**src/rtl/fwp_pkg.sv**
```systemverilog
package fwp_pkg;
    localparam int unsigned WORD_BYTES = 4;
    localparam int unsigned CNT_W      = 3;  // byte count per access, 0..4

    typedef struct packed {
        logic        ovf;
        logic        udf;
        logic [31:0] rdata;
    } ctl_t;
endpackage

```
**src/rtl/fwp_fifo.sv**
```systemverilog
module fwp_fifo #(
    parameter int unsigned DEPTH      = 8,
    parameter int unsigned PUSH_BYTES = 4,
    parameter int unsigned PEEK_BYTES = 1,
    localparam int unsigned AW = $clog2(DEPTH),
    localparam int unsigned CW = AW + 1
) (
    input  logic                    clk,
    input  logic                    rst_n,
    input  logic                    flush,
    input  logic [2:0]              push_n,
    input  logic [8*PUSH_BYTES-1:0] push_data,
    input  logic [2:0]              pop_n,
    output logic [8*PEEK_BYTES-1:0] peek_data,
    output logic [CW-1:0]           level
);
    typedef struct packed {
        logic [AW-1:0] wr;
        logic [AW-1:0] rd;
        logic [CW-1:0] cnt;
    } ptr_t;

    ptr_t       st_d, st_q;
    logic [7:0] mem_d [DEPTH];
    logic [7:0] mem_q [DEPTH];

    always_comb begin
        st_d  = st_q;
        mem_d = mem_q;
        for (int i = 0; i < int'(PUSH_BYTES); i++) begin
            if (i < int'(push_n)) begin
                mem_d[st_q.wr + AW'(i)] = push_data[8*i +: 8];
            end
        end
        st_d.wr  = st_q.wr + AW'(push_n);
        st_d.rd  = st_q.rd + AW'(pop_n);
        st_d.cnt = st_q.cnt + CW'(push_n) - CW'(pop_n);
        if (flush) begin
            st_d = '0;
        end
    end

    always_ff @(posedge clk or negedge rst_n) begin
        if (!rst_n) begin
            st_q <= '0;
            for (int i = 0; i < int'(DEPTH); i++) begin
                mem_q[i] <= '0;
            end
        end else begin
            st_q  <= st_d;
            mem_q <= mem_d;
        end
    end

    for (genvar b = 0; b < int'(PEEK_BYTES); b++) begin : g_peek
        assign peek_data[8*b +: 8] = mem_q[st_q.rd + AW'(b)];
    end

    assign level = st_q.cnt;

    // the level never passes the queue depth
    a_r5_level_bound: assert property (@(posedge clk) disable iff (!rst_n)
        level <= CW'(DEPTH));

    // a flush leaves the queue empty at the next edge
    a_r11_flush_empties: assert property (@(posedge clk) disable iff (!rst_n)
        flush |=> level == '0);
endmodule

```
**src/rtl/fwp_flags.sv**
```systemverilog
module fwp_flags #(
    parameter int unsigned TX_DEPTH = 8,
    parameter int unsigned RX_DEPTH = 16,
    localparam int unsigned TCW = $clog2(TX_DEPTH) + 1,
    localparam int unsigned RCW = $clog2(RX_DEPTH) + 1
) (
    input  logic           wide,
    input  logic [TCW-1:0] tx_level,
    input  logic [RCW-1:0] rx_level,
    output logic           tx_full,
    output logic           tx_avail,
    output logic           rx_empty,
    output logic           rx_avail,
    output logic           eng_tx_valid,
    output logic           eng_rx_ready
);
    logic [TCW-1:0] tx_free;
    logic [TCW-1:0] tx_unit;
    logic [RCW-1:0] rx_unit;
    logic           room_ok;
    logic           data_ok;

    always_comb begin
        tx_unit      = wide ? TCW'(fwp_pkg::WORD_BYTES) : TCW'(1);
        rx_unit      = wide ? RCW'(fwp_pkg::WORD_BYTES) : RCW'(1);
        tx_free      = TCW'(TX_DEPTH) - tx_level;
        room_ok      = tx_free >= tx_unit;
        data_ok      = rx_level >= rx_unit;
        tx_full      = !room_ok;
        tx_avail     = room_ok;
        rx_empty     = !data_ok;
        rx_avail     = data_ok;
        eng_tx_valid = tx_level != '0;
        eng_rx_ready = rx_level < RCW'(RX_DEPTH);
    end
endmodule

```
**src/rtl/fwp_top.sv**
```systemverilog
module fwp_top #(
    parameter int unsigned TX_DEPTH = 8,
    parameter int unsigned ADDR_W   = 4,
    parameter logic [ADDR_W-1:0] BYTE_OFS = 4'h0,
    parameter logic [ADDR_W-1:0] WORD_OFS = 4'h4
) (
    input  logic              clk,
    input  logic              rst_n,
    input  logic              flush,
    input  logic              wide,
    input  logic [ADDR_W-1:0] bus_addr,
    input  logic              bus_wr,
    input  logic [31:0]       bus_wdata,
    input  logic              bus_rd,
    output logic [31:0]       bus_rdata,
    input  logic              eng_pop,
    output logic [7:0]        eng_tx_byte,
    output logic              eng_tx_valid,
    input  logic              eng_push,
    input  logic [7:0]        eng_rx_byte,
    output logic              eng_rx_ready,
    output logic              tx_full,
    output logic              tx_avail,
    output logic              rx_empty,
    output logic              rx_avail,
    output logic              ovf,
    output logic              udf
);
    import fwp_pkg::*;

    localparam int unsigned RX_DEPTH = 2 * TX_DEPTH;
    localparam int unsigned TCW = $clog2(TX_DEPTH) + 1;
    localparam int unsigned RCW = $clog2(RX_DEPTH) + 1;

    ctl_t           ctl_d, ctl_q;
    logic           live_hit;
    logic [2:0]     unit_n;
    logic [2:0]     tx_push_n, tx_pop_n, rx_push_n, rx_pop_n;
    logic [31:0]    tx_push_data;
    logic [31:0]    rx_peek;
    logic [TCW-1:0] tx_level;
    logic [RCW-1:0] rx_level;

    always_comb begin
        live_hit     = wide ? (bus_addr == WORD_OFS) : (bus_addr == BYTE_OFS);
        unit_n       = wide ? CNT_W'(WORD_BYTES) : CNT_W'(1);
        tx_push_data = wide ? bus_wdata : {24'h0, bus_wdata[7:0]};
        tx_push_n    = (bus_wr && live_hit && tx_avail) ? unit_n : '0;
        rx_pop_n     = (bus_rd && live_hit && rx_avail) ? unit_n : '0;
        tx_pop_n     = (eng_pop && eng_tx_valid) ? 3'd1 : 3'd0;
        rx_push_n    = (eng_push && eng_rx_ready) ? 3'd1 : 3'd0;

        ctl_d = ctl_q;
        if (bus_wr && live_hit && !tx_avail) begin
            ctl_d.ovf = 1'b1;
        end
        if (bus_rd) begin
            if (!live_hit) begin
                ctl_d.rdata = '0;
            end else if (!rx_avail) begin
                ctl_d.rdata = '0;
                ctl_d.udf   = 1'b1;
            end else begin
                ctl_d.rdata = wide ? rx_peek : {24'h0, rx_peek[7:0]};
            end
        end
        if (flush) begin
            ctl_d.ovf = 1'b0;
            ctl_d.udf = 1'b0;
        end
    end

    always_ff @(posedge clk or negedge rst_n) begin
        if (!rst_n) begin
            ctl_q <= '0;
        end else begin
            ctl_q <= ctl_d;
        end
    end

    fwp_fifo #(.DEPTH(TX_DEPTH), .PUSH_BYTES(4), .PEEK_BYTES(1)) u_tx (
        .clk      (clk),
        .rst_n    (rst_n),
        .flush    (flush),
        .push_n   (tx_push_n),
        .push_data(tx_push_data),
        .pop_n    (tx_pop_n),
        .peek_data(eng_tx_byte),
        .level    (tx_level)
    );

    fwp_fifo #(.DEPTH(RX_DEPTH), .PUSH_BYTES(1), .PEEK_BYTES(4)) u_rx (
        .clk      (clk),
        .rst_n    (rst_n),
        .flush    (flush),
        .push_n   (rx_push_n),
        .push_data(eng_rx_byte),
        .pop_n    (rx_pop_n),
        .peek_data(rx_peek),
        .level    (rx_level)
    );

    fwp_flags #(.TX_DEPTH(TX_DEPTH), .RX_DEPTH(RX_DEPTH)) u_flags (
        .wide        (wide),
        .tx_level    (tx_level),
        .rx_level    (rx_level),
        .tx_full     (tx_full),
        .tx_avail    (tx_avail),
        .rx_empty    (rx_empty),
        .rx_avail    (rx_avail),
        .eng_tx_valid(eng_tx_valid),
        .eng_rx_ready(eng_rx_ready)
    );

    assign bus_rdata = ctl_q.rdata;
    assign ovf       = ctl_q.ovf;
    assign udf       = ctl_q.udf;

    // a write refused for lack of room leaves the transmit level alone
    a_r8_drop_keeps_level: assert property (@(posedge clk) disable iff (!rst_n || flush)
        (bus_wr && live_hit && tx_full && tx_pop_n == '0) |=> $stable(tx_level));

    // the overflow flag only falls after a flush
    a_r8_ovf_sticky: assert property (@(posedge clk) disable iff (!rst_n)
        $fell(ovf) |-> $past(flush));

    // a starved read yields zero and raises underflow
    a_r9_underflow_zero: assert property (@(posedge clk) disable iff (!rst_n || flush)
        (bus_rd && live_hit && rx_empty) |=> (bus_rdata == '0 && udf));

    // a write to the idle window does not touch the transmit queue
    a_r10_idle_window: assert property (@(posedge clk) disable iff (!rst_n || flush)
        (bus_wr && !live_hit && tx_pop_n == '0) |=> $stable(tx_level));
endmodule

```
**config.mk**
```make
export PLATFORM = sky130hd
export DESIGN_NAME = fwp_top
export DESIGN_NICKNAME = d
export VERILOG_FILES = /design/src/rtl/fwp_pkg.sv /design/src/rtl/fwp_fifo.sv /design/src/rtl/fwp_flags.sv /design/src/rtl/fwp_top.sv
export SDC_FILE = /design/constraint.sdc
export NUM_CORES = 1
export LEC_CHECK = 0
export ABC_AREA = 1
export CORE_UTILIZATION = 59
export CTS_CLUSTER_DIAMETER = 150
export DETAILED_ROUTE_END_ITERATION = 10
export DONT_BUFFER_PORTS = 1
export PLACE_DENSITY = 0.78
export SYNTH_ARGS = -nofsm -noshare
export SYNTH_HDL_FRONTEND = slang
export SYNTH_HIERARCHICAL = 1
export SYNTH_SLANG_ARGS = --single-unit
```
**constraint.sdc**
```tcl
create_clock -name clk -period 2.8 [get_ports clk]
set_input_delay 0.28 -clock clk [delete_from_list [all_inputs] [get_ports clk]]
set_output_delay 0.28 -clock clk [all_outputs]
set_load 0.1 [all_outputs]
```
* After elaboration in Yosys (flattened, before gate mapping)
Cells that the tools add are included.
** Word-level totals
- ROM bits :: 0
- RAM bits :: 0
- Word-level logic and storage cells :: 156
- Output and inout port bits :: 48
- Bits in registers :: 249
- Latch bits :: 0
- Input port bits :: 52
- Memories kept :: 0
** Operators by class
- $mul :: 0
- Div/mod/pow operators :: 0
- $lt $le $gt $ge :: 23
- $add $sub $neg :: 15
- Shift-type cells :: 0
- Reduce and logical (&&, ||, !) cells :: 20
- Equality and inequality tests :: 2
- Muxes and demuxes :: 53
- Bitwise gates (word level) :: 10
** Operators by type and width (number)
- bitwise mux 64 bit :: 4
- two-way mux 64 bit :: 4
- binary-select mux 8 bit (select 4 bit) :: 4
- bitwise mux 128 bit :: 1
- two-way mux 32 bit :: 4
- two-way mux 8 bit :: 15
- demux 8 bit (select 3 bit) :: 4
- two-way mux 33 bit :: 1
- demux 8 bit (select 4 bit) :: 1
- greater-or-equal comparator 5 bit, second input constant :: 5
- NOT 4 -> 5 bit :: 5
- binary-select mux 8 bit (select 3 bit) :: 1
- greater-or-equal comparator 4 bit, second input constant :: 5
- NOT 3 -> 4 bit :: 5
- less-than comparator 4 x 1 -> 1 bit, second input constant :: 4
- two-way mux 3 bit :: 5
- two-way mux 13 bit :: 1
- logical AND 1 bit :: 12
- two-way mux 10 bit :: 1
- adder 4 x 2 -> 4 bit, second input constant :: 2
- adder 4 x 3 -> 4 bit :: 2
- adder 3 x 2 -> 3 bit, second input constant :: 2
- less-than comparator 1 x 3 -> 1 bit, first input constant :: 2
- less-than comparator 2 x 3 -> 1 bit, first input constant :: 2
- other kinds (23) :: 31

* Logic depth before layout (Yosys ltp)
Gate-level depths: netlist of run 1.
- Depth in word-level cells :: 13
- Mapped depth :: 20
- Gate-level depth less buffers :: 18

* Hierarchy
Netlist of run 1, hierarchy kept.
** By module, submodules not included
- fwp_fifo at u_rx :: cells an instance 1464, area each 9542.9 µm², sequential area each 3528.4 µm², times used 1
- fwp_fifo at u_tx :: cells an instance 1001, area each 6356.1 µm², sequential area each 1851.8 µm², times used 1
- fwp_top :: cells an instance 275, area each 1844.3 µm², sequential area each 850.8 µm², times used 1
- fwp_flags :: cells an instance 36, area each 198.9 µm², sequential area each 0.0 µm², times used 1

* Worst setup path after synthesis of run 1
OpenSTA, ideal clock, no wires.
- Path kind :: flip-flop to flip-flop
- Start :: register u_rx.st_q (netlist bit u_rx/level[4])
- End :: register u_rx.st_q (netlist bit u_rx/level[4])
- Arrival time :: 5476 ps
- Clock period less this slack :: 5593 ps
- Cell stages (with the launch flop) :: 19
- Path slack :: -2793 ps
- Setup time :: 117 ps
- Path buffers :: 3
- Data required time :: 2683 ps
- Path through :: dfrtp_1 > buf_4 > inv_1 > nand2_1 > a21oi_1 > inv_2 > buf_2 > inv_2 > buf_2 > nor4_1 > fa_1 > inv_1 > ha_1 > nand2_1 > nand2_1 > a21oi_1 > nand2_1 > nand2_1 > nor2_1
** RTL lines
- from (decl) :: RTL line fwp_fifo.sv:23 : ptr_t st_d, st_q;
- from (signal assigned) :: RTL line fwp_fifo.sv:50 : st_q <= st_d;

==> flow_metrics.tcl, run 1 <==
set metrics [dict create \
    fmax_ghz 0.355 \
    cp_slowest_stage_delay_ns 0.38 \
    fin_nets 2865 \
    crit_top_cell "nor2_1" \
    antenna_found_initial 1 \
    final_core_util_pct 67.7 \
    cpMaxStageDelayCell "nand3_2" \
    grt_max_degree 250 \
    crit_type "flop to flop" \
    first_iter_violations 3114 \
    status "finished with violations" \
    fin_hold_ws_ns -0.580 \
    setup_violations 2 \
    slew_headroom_pct 36.3 \
    yosysWarningCount 6 \
    post-route-period-util_pct 101 \
    post-route-drc-count 0 \
    clk_pin_slew_ns 0.06 \
    path_cells "inv_2 -> ha_2 -> xnor2_1 -> ha_1 -> a21oi_2 -> nand2_4 -> nand3_4 -> nor2_4 -> buf_4 -> nor2_4 -> nor2_1 -> nand3_2 -> nor2_1 -> nor2_1 -> nand2_1 -> a21oi_1" \
    reg2reg_slack_ns -0.01 \
    grt_pass1_vias 18300 \
    slew_viol_final 0 \
    hold_path.class "input port to async pin" \
    ys_seq_area_share_pct 34.7 \
    vias 19800 \
    areaGrowthSynthToFinish_pct 12.4 \
    grtUsageTotal_pct 41.0 \
    die_w_um 176 \
    crit_required_ns 3.25 \
    failed_checks "hold timing, setup timing" \
    place.gp.congestion 0.947 \
    fp.dieArea_mm2 0.0311 \
    reg2reg_from "u_tx/level[0]" \
    cap_violations 0 \
    rows 63 \
    wire_per_inst_um 20.2 \
    initial_core_util_pct 60.2 \
    p_total_uw 19100 \
    via_per_inst 6.21 \
    cellLeakagePower_uw 0.0103 \
    worstMarginPinSlew_ns 0.956 \
    powerDensity_mw_per_mm2 949 \
    core_mm2 0.0298 \
    fin_crit_ns 2.81 \
    worst_r2r_path_depth 16 \
    ios 100 \
    wl_mm 64.4 \
    r2r_end "u_tx/mem_q[36]" \
    drtAntennaViolNets 0 \
    syn_inst 2776 \
    synth-seq-cells 249 \
    insertion_delay_ns 0.57 \
    grt_pass1_wl_mm 99.6 \
    hpwlAfterDp_mm 42.6 \
    avgSynthCellArea_um2 6.46 \
    endpoint_kind "flop" \
    layout-drive-gt1-share_pct 9.83 \
    start_kind "flop" \
    cts_root_buffer "clkbuf_16" \
    cts_buffer_depth 3 \
    worst_slack_ns -0.0140 \
    final_common_cell "nand2_1" \
    htree_num_levels 1 \
    cts_tree "yes" \
    rsz0062_at_grt "yes" \
    hold_viol 249 \
    final_cell_mix "nand2_1, nand3_1, dfrtp_1" \
    final_area_mm2 0.0202 \
    clock_skew_ns 0.0106 \
    n_antenna_cell 0 \
    chipHeight_um 176 \
    overflow 0 \
    nFillCells 2619 \
    port_buffers 0 \
    path_max_fanout 16 \
    synth_cell_type_count 36 \
    syn_area_mm2 0.0179 \
    cp-startpoint "u_tx/level[0]" \
    cts_sinks 249 \
    placed_cell_area_mm2 0.0186 \
    irDropWorstVdd_mv 0.650 \
    cp.arrival_ns 3.27 \
    tritoncts.num_buffers 30 \
    dr.pass1.iters 7 \
    fin_setup_tns_ns -0.0143 \
]
-- flip-flops by register name (all words and copies together) (netlist names) --
register / flops
u_tx/level: 4
u_rx/mem_q: 128
u_rx/st_q: 8
u_rx/level: 5
ovf: 1
bus_rdata: 32
u_tx/mem_q: 64
u_tx/st_q: 6
udf: 1
-- where the power goes --
part | internal, uW | switching (uW) | leakage (uW)
clock | 2570 | 1620 | 0.000523
combinational | 3050 | 5880 | 0.00655
sequential | 4880 | 1150 | 0.00320
total | 10500 | 8650 | 0.0103
-- per-stage QoR --
step | worst slack, ns | std cells
6_report | -0.0140 | 3188
3_3_place_gp | -0.0625 | 3099
2_1_floorplan | -0.692 | 2792
4_1_cts | -0.0211 | 3183
3_5_place_dp | -0.0728 | 3099
5_1_grt | -0.132 | 3188
-- critical path, delay by kind of cell (launching register included) --
kind | cells | cell delay (ns)
DFF | 1 | 0.35
adders and majority gates | 2 | 0.49
xor gates and xnor gates | 1 | 0.13
AOI/OAI and AO/OA | 2 | 0.14
and+or+nand+nor | 9 | 1.39
buffers and inverters | 2 | 0.19
-- cells in the mapped netlist --
library cell | n | area share (%)
nand2_1 | 883 | 18
nand3_1 | 569 | 16
nor2_1 | 252 | 5.3
dfrtp_1 | 249 | 35
inv_1 | 187 | 3.9
o21ai_0 | 184 | 5.1
a21oi_1 | 91 | 2.5
buf_2 | 63 | 1.8
clkbuf_1 | 43 | 0.90
o21ai_1 | 42 | 1.2
buf_1 | 33 | 0.69
ha_1 | 28 | 2.0
nand2_2 | 23 | 0.80
buf_4 | 21 | 0.88
inv_2 | 20 | 0.42
fa_1 | 10 | 1.1
nand2_4 | 10 | 0.63
a21oi_2 | 9 | 0.44
buf_6 | 9 | 0.56
a31oi_1 | 8 | 0.28
xor2_1 | 7 | 0.34
nor2_8 | 6 | 0.67
nand3_2 | 5 | 0.28
xnor2_1 | 5 | 0.24
nor2_4 | 4 | 0.25
nand4_1 | 3 | 0.10
nor2_2 | 2 | 0.070
nor3_4 | 2 | 0.18
and2_1 | 1 | 0.035
and3_1 | 1 | 0.035
clkinv_1 | 1 | 0.021
conb_1 | 1 | 0.021
inv_4 | 1 | 0.035
inv_8 | 1 | 0.063
nor4_1 | 1 | 0.035
o21ai_4 | 1 | 0.091
-- what timing repair did --
action | in CTS | in global routing
pin swaps | 0 | 17
gates cloned | 0 | 0
gates resized for setup | 2 | 34
setup endpoints to repair | 10 | 76
hold endpoints to repair | 321 | 255
hold buffers | 29 | 1
setup buffers | 0 | 5
-- cells by family after synthesis --
logic type                 Yosys count  synth area share (%)
AOI/OAI and AO/OA                  335                  9.65
xor gates and xnor gates            12                 0.586
adders and majority gates           38                  3.07
buffers and inverters              379                  9.24
DFF                                249                  34.7
other                                1                0.0209
and+or+nand+nor                   1762                  42.7
-- worst max path at each step --
stage	end	slack [ns]	cells past startpoint
final	u_tx/mem_q[36]	-0.01	16
after CTS	u_tx/level[3]	-0.02	16
after floorplan	u_rx/level[3]	-0.69	16
after detailed placement	u_tx/level[3]	-0.07	16
after global routing	u_tx/mem_q[52]	-0.13	16
after global placement	u_tx/level[3]	-0.06	16
-- layout make-up --
class,count,area (um^2),share of cell area [%]
timing repair buffer,120,1200,5.93
sequential,249,6240,30.9
tap,390,488,2.42
clock inverter,18,223,1.10
inverter,210,822,4.08
clock buffer,37,838,4.16
multi-input combinational,2164,10400,51.4
-- per-layer routing --
| metal | part of all wire [%] | global-route usage (%) |
|---|---|---|
| met1 | 40 | 59.5 |
| met2 | 42 | 58.3 |
| met3 | 15 | 9.82 |
| met4 | 3.6 | 16.6 |
| met5 | 0.012 | 0 |
Note: power is estimated with default switching activity, not from simulation.
==> run 2: changes to the inputs <==
--- a/config.mk
+++ b/config.mk
@@ -6,11 +6,14 @@
 export NUM_CORES = 1
 export LEC_CHECK = 0
 export ABC_AREA = 1
-export CORE_UTILIZATION = 59
+export CELL_PAD_IN_SITES_DETAIL_PLACEMENT = 0
+export CELL_PAD_IN_SITES_GLOBAL_PLACEMENT = 1
+export CORE_MARGIN = 4
+export CORE_UTILIZATION = 42
 export CTS_CLUSTER_DIAMETER = 150
 export DETAILED_ROUTE_END_ITERATION = 10
 export DONT_BUFFER_PORTS = 1
-export PLACE_DENSITY = 0.78
+export PLACE_DENSITY_LB_ADDON = 0.1
 export SYNTH_ARGS = -nofsm -noshare
 export SYNTH_HDL_FRONTEND = slang
 export SYNTH_HIERARCHICAL = 1
==> flow_metrics.tcl, run 2 (synthesis results as in run 1) <==
set metrics [dict create \
    status "finished with violations" \
    failed_checks "hold timing" \
    antenna_found_initial 2 \
    power.net_switching_uw 8810 \
    fin_setup_tns_ns 0 \
    final_cell_mix "nand2_1, nand3_1, nor2_1" \
    busiest_layer "met2" \
    regMostFlops "u_rx/mem_q" \
    hold_buffers 25 \
    crit_family "adder cells" \
    hpwlAfterDp_mm 48.0 \
    cap_violations 0 \
    clk_pin_slew_ns 0.06 \
    hold_viol 255 \
    intPower_uw 10600 \
    final_common_cell "nand2_1" \
    powerDensity_mw_per_mm2 950 \
    port_buffers 0 \
    cp.arrival_ns 3.19 \
    htree_num_levels 2 \
    critical_path_buf_inv_count 5 \
    grtUsageTotal_pct 30.5 \
    ios 100 \
    fin_hold_ws_ns -0.570 \
    cellLeakagePower_uw 0.0104 \
    crit_required_ns 3.27 \
    chipHeight_um 215 \
    post-route-drc-count 0 \
    largest_reg_flops 128 \
    pwr-share-clk_pct 22.9 \
    insertion_delay_ns 0.55 \
    slew_headroom_pct 32.1 \
    first_iter_violations 2406 \
    cts_sinks 249 \
    slew_viol_final 0 \
    start_kind "flop" \
    crit_type "flop to flop" \
    use_met2_pct 45.0 \
    hold_path.class "input port to async pin" \
    place_ws_ns -0.105 \
    core_mm2 0.0421 \
    areaGrowthSynthToFinish_pct 14.2 \
    dr.pass1.iters 6 \
    tritoncts.num_buffers 35 \
    fin_nets 2864 \
    endpoint_kind "flop" \
    drtAntennaViolNets 0 \
    comb_power_share_pct 46.1 \
    cpMaxStageDelayCell "fa_1" \
    setup_violations 0 \
    path_max_fanout 5 \
    grt_pass1_wl_mm 109 \
    cp_slowest_stage_delay_ns 0.52 \
    fmax_ghz 0.367 \
    overflow 0 \
    cts_buffer_depth 3 \
    seqPwrFrac_pct 30.9 \
    grt_max_degree 250 \
    vias 19300 \
    cts_root_buffer "clkbuf_16" \
    irDropWorstVdd_mv 0.461 \
    wl_mm 72.5 \
    grt_pass1_vias 17900 \
    switching_share_pct 45.3 \
    rows 75 \
    grtUsageMet1_pct 43.0 \
    wire_per_inst_um 21.7 \
    path_cells "inv_1 -> ha_1 -> nor2_1 -> nand2_1 -> a21oi_4 -> inv_8 -> inv_8 -> nor4_4 -> buf_4 -> fa_1 -> inv_2 -> ha_4 -> nand3_1 -> and3_4 -> nand2_1 -> nand2_1 -> nor2_1" \
    clock_skew_ns 0.0191 \
    initial_core_util_pct 42.6 \
    worst_slack_ns 0.0724 \
    place.gp.congestion 0.887 \
    final_core_util_pct 48.6 \
    met3_usage_pct 6.83 \
    worstMarginPinSlew_ns 1.02 \
    crit_top_cell "nand2_1" \
    cts_tree "yes" \
    fp.dieArea_mm2 0.0461 \
    die_w_um 215 \
    post-route-period-util_pct 97.4 \
    via_per_inst 5.77 \
    rsz0062_at_grt "yes" \
    layout-drive-gt1-share_pct 10.2 \
    fin_crit_ns 2.73 \
]
## run 2: layout make-up
class / instances / area, um^2
Tap cell: 539 / 674
Fill cell: 4414 / 21600
Multi-Input combinational cell: 2164 / 10400
Timing Repair Buffer: 114 / 1190
Antenna cell: 1 / 2.50
Clock inverter: 9 / 87.6
Clock buffer: 52 / 1050
Inverter: 210 / 830
Sequential cell: 249 / 6240
## run 2: metrics by stage
step                power, uW  instances  area, um^2
finish                  19500       3338       20500
floorplan               12000       2792       18200
global route            20700       3337       20500
CTS                     19300       3330       20200
global placement        14400       3243       18800
detailed placement      14600       3243       18800
## run 2: metal layers
| metal | wire length, um | up-vias |
|---|---|---|
| met3 | 7300 | 168 |
| li1 | - | 8981 |
| met5 | 13 | - |
| met1 | 31100 | 9130 |
| met2 | 31100 | 977 |
| met4 | 2970 | 2 |
## run 2: path summary, 6_finish.rpt
| kind | from | endpoint | slack, ns | cells past startpoint |
|---|---|---|---|---|
| min reg2reg | u_rx/mem_q[114] | u_rx/mem_q[114] | 0.51 | 2 |
| max in group asynchronous | rst_n | u_rx/st_q[5] | 2.84 | 0 |
| min | rst_n | bus_rdata[20] | -0.57 | 0 |
| max reg2reg | u_rx/level[0] | u_rx/level[3] | 0.07 | 17 |
| min in group clk | flush | u_tx/level[3] | -0.18 | 1 |
| max | u_rx/level[0] | u_rx/level[3] | 0.07 | 17 |
## run 2: power groups by stage
stage	Clock [uW]	Sequential [uW]	Combinational, uW
after global placement	0	6040	8400
final	4470	6020	8980
after floorplan	0	5690	6300
after detailed placement	0	6030	8560
after CTS	4560	5990	8700
after global routing	4710	6170	9860
## run 2: what timing repair did
item	4_1_cts	5_1_grt
cloned	0	1
pin swaps	6	22
buffers inserted	1	6
hold endpoints to repair	298	255
endpoints found under the setup margin	49	74
gates resized for setup	8	41
